`src/rtl/npacc_pkg.sv`:
```
package npacc_pkg;

    localparam int CMD_W   = 4;
    localparam int BE_W    = 4;
    localparam int HADDR_W = 3;

    localparam logic [HADDR_W-1:0] OFS_ADDR  = 3'd0;
    localparam logic [HADDR_W-1:0] OFS_CMD   = 3'd1;
    localparam logic [HADDR_W-1:0] OFS_WDATA = 3'd2;
    localparam logic [HADDR_W-1:0] OFS_RDATA = 3'd3;
    localparam logic [HADDR_W-1:0] OFS_STAT  = 3'd4;

    localparam int ST_BUSY  = 0;
    localparam int ST_ERR   = 1;
    localparam int ST_ABORT = 2;

    typedef enum logic [1:0] {
        SEQ_IDLE = 2'd0,
        SEQ_REQ  = 2'd1,
        SEQ_FILL = 2'd2
    } seq_state_e;

    // Bus command bit 0 clear means a read-type command.
    function automatic logic cmd_is_read(input logic [CMD_W-1:0] cmd);
        return ~cmd[0];
    endfunction

endpackage

```
`src/rtl/npacc_regs.sv`:
```
module npacc_regs
    import npacc_pkg::*;
#(
    parameter int DATA_W = 32
) (
    input  logic                 clk,
    input  logic                 rst_n,
    input  logic                 hst_wr_en,
    input  logic                 hst_rd_en,
    input  logic [HADDR_W-1:0]   hst_addr,
    input  logic [DATA_W-1:0]    hst_wdata,
    output logic [DATA_W-1:0]    hst_rdata,
    output logic                 hst_rd_valid,
    output logic                 hst_rd_retry,
    input  logic                 seq_busy,
    input  logic                 seq_rd_pend,
    input  logic                 cap_load,
    input  logic [DATA_W-1:0]    cap_data,
    input  logic                 abort_evt,
    output logic                 launch,
    output logic [CMD_W-1:0]     launch_cmd,
    output logic [BE_W-1:0]      launch_be_n,
    output logic [DATA_W-1:0]    addr_q,
    output logic [DATA_W-1:0]    wdata_q,
    output logic                 abort_sticky
);

    localparam int CMDF_W = CMD_W + BE_W;

    logic [CMD_W-1:0]  cmd_q;
    logic [BE_W-1:0]   be_q;
    logic [DATA_W-1:0] rdata_q;
    logic              err_sticky;
    logic              cmd_wr;
    logic              overlap;
    logic              stat_wr;
    logic [DATA_W-1:0] rd_word;

    assign cmd_wr      = hst_wr_en && (hst_addr == OFS_CMD);
    assign stat_wr     = hst_wr_en && (hst_addr == OFS_STAT);
    assign launch      = cmd_wr && !seq_busy;
    assign overlap     = cmd_wr && seq_busy;
    assign launch_cmd  = hst_wdata[CMD_W-1:0];
    assign launch_be_n = hst_wdata[CMDF_W-1:CMD_W];

    always_ff @(posedge clk or negedge rst_n) begin
        if (!rst_n) begin
            addr_q  <= '0;
            wdata_q <= '0;
            cmd_q   <= '0;
            be_q    <= '0;
        end else begin
            if (hst_wr_en && (hst_addr == OFS_ADDR))  addr_q  <= hst_wdata;
            if (hst_wr_en && (hst_addr == OFS_WDATA)) wdata_q <= hst_wdata;
            if (launch) begin
                cmd_q <= launch_cmd;
                be_q  <= launch_be_n;
            end
        end
    end

    always_ff @(posedge clk or negedge rst_n) begin
        if (!rst_n) begin
            rdata_q <= '0;
        end else if (cap_load) begin
            rdata_q <= cap_data;
        end
    end

    // Sticky flags: a new event wins over a clear in the same cycle.
    always_ff @(posedge clk or negedge rst_n) begin
        if (!rst_n) begin
            err_sticky   <= 1'b0;
            abort_sticky <= 1'b0;
        end else begin
            if (overlap)
                err_sticky <= 1'b1;
            else if (stat_wr && hst_wdata[ST_ERR])
                err_sticky <= 1'b0;
            if (abort_evt)
                abort_sticky <= 1'b1;
            else if (stat_wr && hst_wdata[ST_ABORT])
                abort_sticky <= 1'b0;
        end
    end

    always_comb begin
        rd_word = '0;
        unique case (hst_addr)
            OFS_ADDR:  rd_word = addr_q;
            OFS_CMD:   rd_word[CMDF_W-1:0] = {be_q, cmd_q};
            OFS_WDATA: rd_word = wdata_q;
            OFS_RDATA: rd_word = rdata_q;
            OFS_STAT: begin
                rd_word[ST_BUSY]  = seq_busy;
                rd_word[ST_ERR]   = err_sticky;
                rd_word[ST_ABORT] = abort_sticky;
            end
            default:   rd_word = '0;
        endcase
    end

    always_ff @(posedge clk or negedge rst_n) begin
        if (!rst_n) begin
            hst_rd_valid <= 1'b0;
            hst_rd_retry <= 1'b0;
            hst_rdata    <= '0;
        end else begin
            hst_rd_valid <= hst_rd_en && !seq_rd_pend;
            hst_rd_retry <= hst_rd_en && seq_rd_pend;
            hst_rdata    <= (hst_rd_en && !seq_rd_pend) ? rd_word : '0;
        end
    end

endmodule

```
`src/rtl/npacc_seq.sv`:
```
module npacc_seq
    import npacc_pkg::*;
#(
    parameter int DATA_W = 32
) (
    input  logic                 clk,
    input  logic                 rst_n,
    input  logic                 launch,
    input  logic [CMD_W-1:0]     launch_cmd,
    input  logic [BE_W-1:0]      launch_be_n,
    input  logic [DATA_W-1:0]    addr_q,
    input  logic [DATA_W-1:0]    wdata_q,
    input  logic                 bus_ack,
    input  logic [DATA_W-1:0]    bus_rdata,
    input  logic                 bus_mabort,
    output logic                 bus_req,
    output logic [DATA_W-1:0]    bus_addr,
    output logic [CMD_W-1:0]     bus_cmd,
    output logic [BE_W-1:0]      bus_be_n,
    output logic [DATA_W-1:0]    bus_wdata,
    output logic                 busy,
    output logic                 rd_pend,
    output logic                 cap_load,
    output logic [DATA_W-1:0]    cap_data,
    output logic                 abort_evt
);

    seq_state_e        state_q;
    seq_state_e        state_d;
    logic              is_rd_q;
    logic [DATA_W-1:0] fill_q;
    logic              ack_seen;

    assign ack_seen = (state_q == SEQ_REQ) && bus_ack;

    always_ff @(posedge clk or negedge rst_n) begin
        if (!rst_n) state_q <= SEQ_IDLE;
        else        state_q <= state_d;
    end

    always_comb begin
        state_d = state_q;
        unique case (state_q)
            SEQ_IDLE: if (launch)   state_d = SEQ_REQ;
            SEQ_REQ:  if (bus_ack)  state_d = is_rd_q ? SEQ_FILL : SEQ_IDLE;
            SEQ_FILL:               state_d = SEQ_IDLE;
            default:                state_d = SEQ_IDLE;
        endcase
    end

    // Launch snapshot keeps the request fields fixed while host registers change.
    always_ff @(posedge clk or negedge rst_n) begin
        if (!rst_n) begin
            bus_addr  <= '0;
            bus_cmd   <= '0;
            bus_be_n  <= '0;
            bus_wdata <= '0;
            is_rd_q   <= 1'b0;
        end else if (launch && (state_q == SEQ_IDLE)) begin
            bus_addr  <= addr_q;
            bus_cmd   <= launch_cmd;
            bus_be_n  <= launch_be_n;
            bus_wdata <= wdata_q;
            is_rd_q   <= cmd_is_read(launch_cmd);
        end
    end

    always_ff @(posedge clk or negedge rst_n) begin
        if (!rst_n) begin
            fill_q <= '0;
        end else if (ack_seen && is_rd_q) begin
            fill_q <= bus_mabort ? '1 : bus_rdata;
        end
    end

    always_comb begin
        bus_req   = 1'b0;
        busy      = 1'b0;
        rd_pend   = 1'b0;
        cap_load  = 1'b0;
        cap_data  = fill_q;
        abort_evt = 1'b0;
        unique case (state_q)
            SEQ_IDLE: ;
            SEQ_REQ: begin
                bus_req   = 1'b1;
                busy      = 1'b1;
                rd_pend   = is_rd_q;
                abort_evt = bus_ack && bus_mabort;
            end
            SEQ_FILL: begin
                busy     = 1'b1;
                rd_pend  = 1'b1;
                cap_load = 1'b1;
            end
            default: ;
        endcase
    end

endmodule

```
`src/rtl/npacc_engine.sv`:
```
module npacc_engine
    import npacc_pkg::*;
#(
    parameter int DATA_W = 32
) (
    input  logic                 clk,
    input  logic                 rst_n,
    input  logic                 hst_wr_en,
    input  logic                 hst_rd_en,
    input  logic [HADDR_W-1:0]   hst_addr,
    input  logic [DATA_W-1:0]    hst_wdata,
    output logic [DATA_W-1:0]    hst_rdata,
    output logic                 hst_rd_valid,
    output logic                 hst_rd_retry,
    output logic                 bus_req,
    output logic [DATA_W-1:0]    bus_addr,
    output logic [CMD_W-1:0]     bus_cmd,
    output logic [BE_W-1:0]      bus_be_n,
    output logic [DATA_W-1:0]    bus_wdata,
    input  logic                 bus_ack,
    input  logic [DATA_W-1:0]    bus_rdata,
    input  logic                 bus_mabort
);

    logic              launch_w;
    logic [CMD_W-1:0]  launch_cmd_w;
    logic [BE_W-1:0]   launch_be_w;
    logic [DATA_W-1:0] addr_w;
    logic [DATA_W-1:0] wdata_w;
    logic              busy_w;
    logic              rd_pend_w;
    logic              cap_load_w;
    logic [DATA_W-1:0] cap_data_w;
    logic              abort_evt_w;
    logic              abort_st_w;

    npacc_regs #(.DATA_W(DATA_W)) u_regs (
        .clk          (clk),
        .rst_n        (rst_n),
        .hst_wr_en    (hst_wr_en),
        .hst_rd_en    (hst_rd_en),
        .hst_addr     (hst_addr),
        .hst_wdata    (hst_wdata),
        .hst_rdata    (hst_rdata),
        .hst_rd_valid (hst_rd_valid),
        .hst_rd_retry (hst_rd_retry),
        .seq_busy     (busy_w),
        .seq_rd_pend  (rd_pend_w),
        .cap_load     (cap_load_w),
        .cap_data     (cap_data_w),
        .abort_evt    (abort_evt_w),
        .launch       (launch_w),
        .launch_cmd   (launch_cmd_w),
        .launch_be_n  (launch_be_w),
        .addr_q       (addr_w),
        .wdata_q      (wdata_w),
        .abort_sticky (abort_st_w)
    );

    npacc_seq #(.DATA_W(DATA_W)) u_seq (
        .clk         (clk),
        .rst_n       (rst_n),
        .launch      (launch_w),
        .launch_cmd  (launch_cmd_w),
        .launch_be_n (launch_be_w),
        .addr_q      (addr_w),
        .wdata_q     (wdata_w),
        .bus_ack     (bus_ack),
        .bus_rdata   (bus_rdata),
        .bus_mabort  (bus_mabort),
        .bus_req     (bus_req),
        .bus_addr    (bus_addr),
        .bus_cmd     (bus_cmd),
        .bus_be_n    (bus_be_n),
        .bus_wdata   (bus_wdata),
        .busy        (busy_w),
        .rd_pend     (rd_pend_w),
        .cap_load    (cap_load_w),
        .cap_data    (cap_data_w),
        .abort_evt   (abort_evt_w)
    );

endmodule

```
`config.mk`:
```
export PLATFORM = sky130hd
export DESIGN_NAME = npacc_engine
export DESIGN_NICKNAME = d
export VERILOG_FILES = /design/src/rtl/npacc_pkg.sv /design/src/rtl/npacc_regs.sv /design/src/rtl/npacc_seq.sv /design/src/rtl/npacc_engine.sv
export SDC_FILE = /design/constraint.sdc
export NUM_CORES = 1
export LEC_CHECK = 0
export BUFFER_PORTS_ARGS = -buffer_cell sky130_fd_sc_hd__buf_2
export CAP_MARGIN = 20
export CORE_ASPECT_RATIO = 0.7
export CORE_MARGIN = 8
export CORE_UTILIZATION = 55
export DETAILED_ROUTE_END_ITERATION = 12
export GPL_ROUTABILITY_DRIVEN = 0
export MAX_ROUTING_LAYER = met4
export PLACE_DENSITY = 0.83
export SLEW_MARGIN = 20
export SYNTH_ARGS = -nofsm -noshare
export SYNTH_HDL_FRONTEND = slang
export SYNTH_HIERARCHICAL = 1
export SYNTH_SLANG_ARGS = --single-unit
```
`constraint.sdc`:
```
create_clock -name clk -period 5.98 [get_ports clk]
set_input_delay 0 -clock clk [delete_from_list [all_inputs] [get_ports clk]]
set_output_delay 0 -clock clk [all_outputs]
set_load 0.01 [all_outputs]
```
==> results of run 1 <==
-- placed cells by master, fill, tap and decap left out, types with 5 or more instances in the layout --
cell type,count
sky130_fd_sc_hd__a21oi_1,29
sky130_fd_sc_hd__buf_4,8
sky130_fd_sc_hd__clkbuf_1,5
sky130_fd_sc_hd__mux2_4,36
sky130_fd_sc_hd__mux2_2,132
sky130_fd_sc_hd__o21ai_0,37
sky130_fd_sc_hd__dfrtp_1,247
sky130_fd_sc_hd__nand2_1,61
sky130_fd_sc_hd__buf_2,178
sky130_fd_sc_hd__nor2b_1,5
sky130_fd_sc_hd__clkbuf_16,25
sky130_fd_sc_hd__mux2i_1,32
sky130_fd_sc_hd__clkinv_2,7
sky130_fd_sc_hd__mux2_1,16
sky130_fd_sc_hd__or2_2,25
sky130_fd_sc_hd__nor2_1,39
sky130_fd_sc_hd__dlygate4sd3_1,70
-- registers in the layout (all words and copies together) (netlist names), 4 cells and up --
signal            cells
u_regs/hst_rdata     32
u_seq/bus_addr       32
u_seq/bus_be_n        4
u_seq/bus_cmd         4
u_regs/rdata_q       32
u_regs/be_q           4
u_seq/cap_data       32
u_regs/addr_q        32
u_regs/cmd_q          4
u_regs/wdata_q       32
u_seq/bus_wdata      32
-- power breakdown --
| part | leakage [uW] | switching (uW) | internal, uW |
|---|---|---|---|
| Sequential | 0.00311 | 327 | 2220 |
| Clock | 0.000381 | 618 | 845 |
| Combinational | 0.00279 | 646 | 730 |
-- logic make-up after synthesis --
group / share of synthesized area [%]
buffers and inverters: 3.61
flip-flops: 60.3
adder cells (fa/ha/maj): 0.610
AO/OA/AOI/OAI: 4.00
multiplexers: 24.7
AND/OR/NAND/NOR: 6.82
-- timing repair --
| action | in CTS | in global routing |
|---|---|---|
| hold buffers | 70 | 0 |
| endpoints found under the hold margin | 214 | 0 |
| resized for setup | 0 | 0 |
-- final cells by class --
type | count | area (um2) | share of cell area (%)
clock inverters | 10 | 81.3 | 0.642
multi-input cells | 445 | 3710 | 29.3
clock buffers | 33 | 686 | 5.42
repair buffers | 258 | 1690 | 13.4
flip-flops and latches | 247 | 6180 | 48.8
well taps | 236 | 295 | 2.33
inverters | 2 | 7.51 | 0.0593
-- cells in the mapped netlist (5+ instances only) --
| cell type | n |
|---|---|
| sky130_fd_sc_hd__o21ai_0 | 37 |
| sky130_fd_sc_hd__nand2_1 | 61 |
| sky130_fd_sc_hd__mux2_4 | 36 |
| sky130_fd_sc_hd__or2_2 | 25 |
| sky130_fd_sc_hd__buf_2 | 12 |
| sky130_fd_sc_hd__clkbuf_1 | 14 |
| sky130_fd_sc_hd__nor2b_1 | 5 |
| sky130_fd_sc_hd__buf_4 | 14 |
| sky130_fd_sc_hd__ha_1 | 5 |
| sky130_fd_sc_hd__clkbuf_8 | 7 |
| sky130_fd_sc_hd__mux2_1 | 16 |
| sky130_fd_sc_hd__a21oi_1 | 29 |
| sky130_fd_sc_hd__mux2i_1 | 32 |
| sky130_fd_sc_hd__nor2_1 | 39 |
| sky130_fd_sc_hd__mux2_2 | 132 |
| sky130_fd_sc_hd__dfrtp_1 | 247 |
-- how the worst min path moves through the flow --
stage / startpoint / end / slack [ns] / depth (start not counted)
2_1_floorplan: rst_n / u_regs/abort_sticky / -0.30 / 0
3_3_place_gp: rst_n / u_seq/bus_addr[1] / 0.06 / 1
3_5_place_dp: rst_n / u_seq/bus_addr[1] / 0.07 / 1
4_1_cts: rst_n / u_seq/bus_addr[5] / 0.11 / 2
5_1_grt: rst_n / u_seq/bus_addr[1] / 0.15 / 2
6_report: rst_n / u_seq/bus_addr[1] / 0.09 / 2
-- metal layers --
| metal | wire length, um | global-route usage (%) | vias to the layer above |
|---|---|---|---|
| li1 | - | - | 3021 |
| met3 | 1430 | 4.07 | 32 |
| met4 | 401 | 3.96 | 0 |
| met1 | 11600 | 30.6 | 3274 |
| met2 | 11000 | 32.3 | 208 |
| met5 | 0 | - | - |
-- stage by stage --
step | setup WS (ns) | util, %
2_1_floorplan | 4.05 | -
3_3_place_gp | 2.97 | 61.5
3_5_place_dp | 2.79 | 61.5
4_1_cts | 2.76 | 69.6
5_1_grt | 2.79 | 69.7
6_report | 2.97 | 69.7
-- critical path: cells and delay by family (launching register included) --
kind                     cells  cell delay (ns)
flip-flops                   1             0.40
buffers and inverters        2             0.44
adder cells (fa/ha/maj)      1             0.37
multiplexers                 1             0.32
AND/OR/NAND/NOR              2             1.26
==> impl_metrics.tcl, run 1 <==
set metrics [dict create \
    core-area_um2 18200 \
    floorplan.initialDensity_pct 56.4 \
    routed-via-count 6535 \
    worstSkewPairLatency_ns 0.51 \
    tot_pwr_uw 5390 \
    min_period_over_period_pct 50.3 \
    floorplan.die.height_um 130 \
    final_critical_path_required_period_ns 3.01 \
    die-width_um 179 \
    pwr_density_cell_nw_per_um2 426 \
    synth_enable_flop_cells 0 \
    synth_warnings 6 \
    grt_setup_unrepaired "false" \
    yosys_register_bits 247 \
    layout.nets 1056 \
    fin_cells 1231 \
    hold-worst-slack_ns 0.0926 \
    final.fill_count 1283 \
    pin_count 180 \
    worst-endpoint-arrival_ns 3.39 \
    status "finished clean" \
    vdd.ir_drop.worst_mv 0.265 \
    critical_path.max_fanout 49 \
    synth_top_area_cell "sky130_fd_sc_hd__dfrtp_1" \
    critical_path.reg2reg.startpoint "u_seq/state_q[0]" \
    yosys_most_used_dff "sky130_fd_sc_hd__dfrtp_1" \
    number_of_different_library_cells_in_the_post_synthesis_netlist 34 \
    post-route-drc-count 0 \
    mappedNetlistNets 824 \
    num_rows 41 \
    power.static_leakage_uw 0.00628 \
    detail-route-antenna-nets 0 \
    final_area_um2 12700 \
    post_detailed_placement_cell_area_um2 11200 \
    grt_util_all_layers_pct 21.5 \
    slew_headroom_pct 29.0 \
    synthesis.area_per_instance_um2 13.7 \
    final_layout_size_suffix_gt1_share_pct 42.8 \
    globalRouteOverflowTotal 0 \
    cts-buffers-inserted 24 \
    antenna-diode-count 0 \
    required_ns 6.36 \
    number_of_global_route_vias_before_repair 6874 \
    ctsRootBufferMaster "sky130_fd_sc_hd__clkbuf_16" \
    post-cts-setup-buffers 0 \
    max_cap_viol_count 0 \
    detailedPlacementHpwl_mm 15.4 \
    crit_path_end_kind "flip-flop" \
    actual_slew_at_the_worst_max_slew_pin_ns 1.07 \
    mappedNetlistArea_um2 10300 \
    cts.reportedPaths.clkPinSlew_ns 0.06 \
    grt_pass1_wl_mm 38.3 \
    startpoint_type "flip-flop" \
    timing.clock.skew_ns 0.0138 \
    placed_cells_incl_taps 1117 \
    detail_route.iter0.violations 390 \
    max-clock-path-buffers 3 \
    r2r_slack_ns 2.97 \
    cts_tree "built" \
    cts_num_sinks 247 \
    dr.pass1.iters 4 \
    htree_num_levels 1 \
    netlist_top_cells_area "sky130_fd_sc_hd__dfrtp_1, sky130_fd_sc_hd__mux2_2, sky130_fd_sc_hd__mux2_4" \
    setup_viol 0 \
    die_area_um2 23300 \
    timing_max_transition_violations_final 0 \
    drt-wirelength-per-cell_um 19.8 \
    crit_type "reg -> reg" \
    fmaxAchievable_mhz 332 \
    via_to_cell_ratio 5.31 \
    async_set_reset_flop_share_out_of_synthesis_pct 100 \
    synth_largest_type_area_fraction_pct 60.3 \
    fin_setup_tns_ns 0 \
    wl_mm 24.4 \
    worstSetupEndpoint "u_seq/bus_wdata[13]" \
    grt_start_max_net_pins 95 \
    final_hold_violations 0 \
    i_o_buffers 179 \
    layout_area_overhead_pct 23.5 \
    ys_seq_area_share_pct 60.3 \
    timing.rr.end "u_seq/bus_wdata[13]" \
    critical_path_top_delay_cell "sky130_fd_sc_hd__nor3b_2" \
    startpoint "u_seq/state_q[0]" \
    ff2ff_path_depth 6 \
    critPathMaxStageDelay_ns 0.81 \
    hp-class "in -> async" \
    antenna_violations_before_repair 0 \
    cp_cell_sequence "inv_1 -> ha_1 -> nor3b_2 -> nand2_4 -> buf_16 -> mux2_2" \
    syn-instance-count 746 \
]
Note: power is estimated with default switching activity, not from simulation.
==> run 2: changes to the inputs <==
- ABC_AREA: unset -> 1
- PLACE_DENSITY: 0.83 -> 0.82
- clock period: 5.98 -> 3.05 ns (I/O delays scaled with it)
==> run 2 against run 1 <==
Against the previous run:
- clock power up 100%
- sequential cell count unchanged
- count of clock-buffer cells in the layout down 1
- combinational power up 100%
- synthesized cell count up 50%
- global-route usage up 2.2 points
- first-iteration DRC count up 150%
- largest power group unchanged
==> impl_metrics.tcl, run 2 <==
set metrics [dict create \
    status "finished clean" \
    fmaxAchievable_mhz 416 \
    layout_commonest_cell "sky130_fd_sc_hd__nand2_1" \
    max_cap_viol_count 0 \
    cts-buffers-inserted 25 \
    htree_num_levels 1 \
    number_of_different_library_cells_in_the_post_synthesis_netlist 26 \
    synth-compound-area-share_pct 7.12 \
    wl_mm 27.9 \
    layout.cells.most_common_list "sky130_fd_sc_hd__nand2_1, sky130_fd_sc_hd__dfrtp_1, sky130_fd_sc_hd__buf_2" \
    setup_ws_ns 0.647 \
    cts_num_sinks 247 \
    crit_type "reg -> reg" \
    pwr_density_cell_nw_per_um2 850 \
    startpoint_type "flip-flop" \
    synth_top_area_cell "sky130_fd_sc_hd__dfrtp_1" \
    detailedPlacementHpwl_mm 18.0 \
    grt_pass1_wl_mm 45.0 \
    async_set_reset_flop_share_out_of_synthesis_pct 100 \
    syn-instance-count 1117 \
    yosys_most_used_dff "sky130_fd_sc_hd__dfrtp_1" \
    mappedNetlistNets 1195 \
    critical_path.max_fanout 74 \
    max-clock-path-buffers 3 \
    synth_mux_area_share_pct 3.44 \
    worst-endpoint-arrival_ns 2.85 \
    ff2ff_path_depth 8 \
    hp-class "in -> reg" \
    num_rows 42 \
    required_ns 3.49 \
    min_period_over_period_pct 78.8 \
    post_synth_and_or_nand_nor_area_fraction_pct 22.3 \
    pin_count 180 \
    grt_util_all_layers_pct 23.7 \
    layout_area_overhead_pct 22.1 \
    dr.pass1.iters 5 \
    post_synth_most_frequent_cells "sky130_fd_sc_hd__nand2_1, sky130_fd_sc_hd__dfrtp_1, sky130_fd_sc_hd__nor2_1" \
    antenna_violations_before_repair 1 \
    netlist_top_cells_area "sky130_fd_sc_hd__dfrtp_1, sky130_fd_sc_hd__nand2_1, sky130_fd_sc_hd__o21ai_2" \
    grt_setup_unrepaired "false" \
    crit_path_end_kind "flip-flop" \
    power.static_leakage_uw 0.00704 \
    cts_resized 0 \
    via_to_cell_ratio 5.24 \
    fin_setup_tns_ns 0 \
    final_critical_path_required_period_ns 2.40 \
    layout.nets 1417 \
    ys_seq_area_share_pct 59.0 \
    routed-via-count 8364 \
    ctsRootBufferMaster "sky130_fd_sc_hd__clkbuf_16" \
    die_area_um2 23800 \
    final_layout_size_suffix_gt1_share_pct 24.3 \
    setup_viol 0 \
    synth_fa_ha_area_share_pct 0.597 \
    yosys_register_bits 247 \
    drt-wirelength-per-cell_um 17.5 \
    synth_largest_type_area_fraction_pct 59.0 \
    combinational_family_with_the_most_area_after_synthesis "simple AND/OR/NAND/NOR gates" \
    post-place-ws_ns 0.731 \
    vdd.ir_drop.worst_mv 0.416 \
    core-area_um2 18800 \
    detail_route.iter0.violations 967 \
    floorplan.die.height_um 131 \
    globalRouteOverflowTotal 0 \
    number_of_global_route_vias_before_repair 8214 \
    slew_headroom_pct 37.4 \
    die-width_um 181 \
    cts_tree "built" \
    yosysMostFrequentCell "sky130_fd_sc_hd__nand2_1" \
    synth_enable_flop_cells 0 \
    floorplan.initialDensity_pct 55.7 \
    actual_slew_at_the_worst_max_slew_pin_ns 0.939 \
    synthesis.area_per_instance_um2 9.38 \
    timing.clock.skew_ns 0.00780 \
    grt_start_max_net_pins 106 \
    detail-route-antenna-nets 0 \
    synthXorXnorAreaFrac_pct 0 \
    i_o_buffers 179 \
    final_hold_violations 0 \
    synth_warnings 6 \
    worstSkewPairLatency_ns 0.51 \
    mappedNetlistArea_um2 10500 \
    timing_max_transition_violations_final 0 \
    holdPathStages 4 \
    cts.reportedPaths.clkPinSlew_ns 0.06 \
    post-route-drc-count 0 \
]
-- run 2: changes by cell type after synthesis, sizes merged, moves of 21 or more --
cell / delta
buf: +21
a21oi: -28
nand3: +58
inv: +68
nor2: +61
nand2: +355
mux2i: -32
o21ai: +69
or2: -25
mux2: -152
-- run 2: what timing repair did --
item	in CTS	in global routing
hold endpoints to repair	229	0
hold buffers	71	0
buffers inserted	0	0
-- run 2: power breakdown --
group / total, uW / switching, uW / internal (uW) / leakage [uW]
sequential: 5180 / 767 / 4410 / 0.00319
clock: 2920 / 1230 / 1690 / 0.000384
combinational: 2780 / 1550 / 1230 / 0.00347
total: 10900 / 3540 / 7330 / 0.00704
-- run 2: critical path, stage by stage (launching register included) --
cell,delay [ns]
sky130_fd_sc_hd__dfrtp_1,0.39
sky130_fd_sc_hd__inv_1,0.10
sky130_fd_sc_hd__ha_1,0.35
sky130_fd_sc_hd__nand3b_2,0.30
sky130_fd_sc_hd__inv_1,0.11
sky130_fd_sc_hd__nand2_2,0.10
sky130_fd_sc_hd__buf_4,0.66
sky130_fd_sc_hd__nand2_1,0.16
sky130_fd_sc_hd__nand2_1,0.13
-- run 2: routing by layer --
metal  routed length, um  GRT usage [%]
met5                   0              -
met4                 450           4.36
met1               12800           34.6
met3                2590           5.84
met2               12000           33.5
-- run 2: metrics by stage --
stage	cell area (um2)	cells	util [%]	total power, uW	hold WS [ns]
after detailed placement	11300	1483	60.1	7870	0.0914
after CTS	12800	1594	67.9	10900	0.0000433
after global placement	11300	1483	60.1	7740	0.0938
after floorplan	10500	1117	-	6730	-0.296
final	12800	1595	68.0	10900	0.0189
after global routing	12800	1595	68.0	11500	0.0478
-- run 2: kinds of logic (layout without fill, tap and decap cells) --
group / after synthesis / count (layout)
compound gates: 108 / 108
buf+inv: 140 / 375
simple gates: 585 / 585
flops: 247 / 247
mux: 32 / 32
fa+ha+maj: 5 / 5
other cells: 0 / 1
-- run 2: cell type report --
type / count / area, um2
inverters: 71 / 267
diodes: 1 / 2.50
repair buffers: 264 / 1750
well taps: 242 / 303
clock inverters: 8 / 67.6
fillers: 1439 / 6020
multi-input cells: 730 / 3520
clock buffers: 32 / 702
flip-flops and latches: 247 / 6180
-- run 2: path summary, 6_finish.rpt --
kind / from / endpoint / slack, ns
max: u_seq/state_q[0] / u_seq/bus_wdata[2] / 0.65
max reg2reg: u_seq/state_q[0] / u_seq/bus_wdata[2] / 0.65
min reg2reg: u_seq/bus_addr[21] / u_seq/bus_addr[21] / 0.47
max in group asynchronous: rst_n / u_seq/cap_data[4] / 1.97
min in group asynchronous: rst_n / u_seq/bus_addr[10] / 0.10
min: hst_addr[2] / u_regs/abort_sticky / 0.02
==> run 3: changes to the inputs <==
- ABC_AREA: 1 -> 0
- PLACE_DENSITY: 0.82 -> 0.83
- clock period: 3.05 -> 2.4 ns (I/O delays scaled with it)
==> run 3 against run 2 <==
Against the previous run:
- sequential share of layout area up 0.35 points
- clock power grew 16%
- critical endpoint is now u_seq/state_q[0]
- worst hold slack better by 0.022 ns
- critical path depth down 2
- die area down 1.9%
- sequential cell count unchanged
- first-iteration DRC count fell by 56%
- register-to-register slack got worse by 0.41 ns
- combinational power grew 24%
- non-clock buffer count rose by 5
- via count fell by 20%
- routed wire length decreased by 11%
==> impl_metrics.tcl, run 3 (same netlist as run 1, synthesis figures left out) <==
set metrics [dict create \
    tot_pwr_uw 13200 \
    cts_num_sinks 247 \
    number_of_global_route_vias_before_repair 7289 \
    fmaxAchievable_mhz 463 \
    status "finished clean" \
    worstSkewPairLatency_ns 0.50 \
    pin_count 180 \
    slew_headroom_pct 52.0 \
    layout_area_overhead_pct 23.9 \
    grt_setup_unrepaired "false" \
    grt_util_all_layers_pct 21.9 \
    die-width_um 179 \
    floorplan.die.height_um 130 \
    vdd.ir_drop.worst_mv 0.622 \
    die_area_um2 23300 \
    detail_route.wirelength.met1_mm 11.5 \
    placed_cells_incl_taps 1129 \
    power.share.sequential_pct 48.0 \
    antenna_violations_before_repair 0 \
    final_layout_size_suffix_gt1_share_pct 42.9 \
    timing_max_transition_violations_final 0 \
    detail-route-antenna-nets 0 \
    actual_slew_at_the_worst_max_slew_pin_ns 0.719 \
    wl_mm 24.7 \
    detail_route.iter0.violations 428 \
    routed.top_layer "met4" \
    fin_setup_tns_ns 0 \
    wl_met2_mm 11.3 \
    layout_commonest_cell "sky130_fd_sc_hd__dfrtp_1" \
    crit_path_end_kind "flip-flop" \
    max-clock-path-buffers 3 \
    post-cts-setup-buffers 0 \
    drt-wirelength-per-cell_um 19.9 \
    cts_tree "built" \
    via_to_cell_ratio 5.39 \
    worst-endpoint-arrival_ns 2.53 \
    layout.cells.most_common_list "sky130_fd_sc_hd__dfrtp_1, sky130_fd_sc_hd__buf_2, sky130_fd_sc_hd__mux2_2" \
    cts-buffers-inserted 23 \
    grt_start_max_net_pins 96 \
    setup_viol 0 \
    dr.pass1.iters 5 \
    htree_num_levels 1 \
    sw_frac_of_total_pct 29.4 \
    max_cap_viol_count 0 \
    globalRouteOverflowTotal 0 \
    final_critical_path_required_period_ns 2.16 \
    i_o_buffers 179 \
    num_rows 41 \
    antenna-diode-count 0 \
    floorplan.initialDensity_pct 56.4 \
    cp_cell_sequence "inv_1 -> ha_1 -> nor3b_2 -> and2b_2 -> nor2_1 -> mux2_2" \
    critPathMaxStageDelay_ns 0.44 \
    ctsRootBufferMaster "sky130_fd_sc_hd__clkbuf_16" \
    pwr_density_cell_nw_per_um2 1040 \
    hp-class "in -> reg" \
    critical_path_top_delay_cell "sky130_fd_sc_hd__nor3b_2" \
    detailedPlacementHpwl_mm 15.7 \
    layout.nets 1066 \
    met3RoutedLength_mm 1.50 \
    critical_path.max_fanout 5 \
    cts_resized 0 \
    required_ns 2.77 \
    startpoint_type "flip-flop" \
    min_period_over_period_pct 89.9 \
    routed-via-count 6668 \
    core-area_um2 18200 \
    fin_cells 1237 \
    grt_pass1_wl_mm 39.3 \
    post-route-drc-count 0 \
    comb_power_share_pct 26.2 \
    cts.reportedPaths.clkPinSlew_ns 0.06 \
    timing.clock.skew_ns 0.0107 \
    final_hold_violations 0 \
    final.fill_count 1228 \
    crit_type "reg -> reg" \
    r2r_slack_ns 0.24 \
    power.static_leakage_uw 0.00631 \
    clock_power_share_pct 25.8 \
    power.switching_uw 3880 \
    cell_internal_pwr_uw 9320 \
]
[run 3: worst max-delay path, delay by kind of cell, from the launching register on]
family | cells | cell delay (ns)
mux | 1 | 0.33
simple gates | 3 | 0.84
buf+inv | 1 | 0.10
flops | 1 | 0.40
fa+ha+maj | 1 | 0.37
[run 3: final cells by class]
class | instances | area (um2) | share of cell area (%)
multi-input combinational | 445 | 3710 | 29.3
sequential | 247 | 6180 | 48.7
clock inverter | 1 | 5.00 | 0.0394
inverter | 2 | 7.51 | 0.0591
clock buffer | 37 | 688 | 5.42
tap | 236 | 295 | 2.33
timing repair buffer | 269 | 1810 | 14.2
[run 3: through the flow]
stage	util (%)	setup slack, ns	hold WS, ns	area [um2]
5_1_grt	69.9	0.103	0.0722	12700
2_1_floorplan	-	0.469	-0.296	10300
3_5_place_dp	62.3	0.251	0.0772	11300
3_3_place_gp	62.3	0.332	0.0810	11300
4_1_cts	69.9	0.240	0.0235	12700
6_report	69.9	0.242	0.0407	12700
[run 3: metal layers]
metal	global-route usage, %	vias up
li1	-	3043
met1	29.9	3377
met2	34.0	210
met3	4.27	38
met4	4.59	0
met5	-	-
[run 3: power groups by stage]
stage / Combinational (uW) / Clock, uW / Sequential, uW
2_1_floorplan: 1990 / 0 / 6410
5_1_grt: 3780 / 3620 / 6510
6_report: 3460 / 3400 / 6340
4_1_cts: 3470 / 3460 / 6330
3_5_place_dp: 3350 / 0 / 6380
3_3_place_gp: 3220 / 0 / 6310
[run 3: final timing paths]
path,end,start,depth (start not counted)
max,u_seq/state_q[0],u_seq/state_q[0],6
min in group asynchronous,u_regs/wdata_q[2],rst_n,2
min,u_regs/err_sticky,hst_addr[1],4
max in group asynchronous,u_seq/bus_be_n[3],rst_n,3
min reg2reg,u_seq/cap_data[31],u_seq/cap_data[31],2
max reg2reg,u_seq/state_q[0],u_seq/state_q[0],6
[run 3: what timing repair did]
action,4_1_cts,5_1_grt
endpoints found under the setup margin,0,0
endpoints found under the hold margin,211,0
hold buffers,70,0
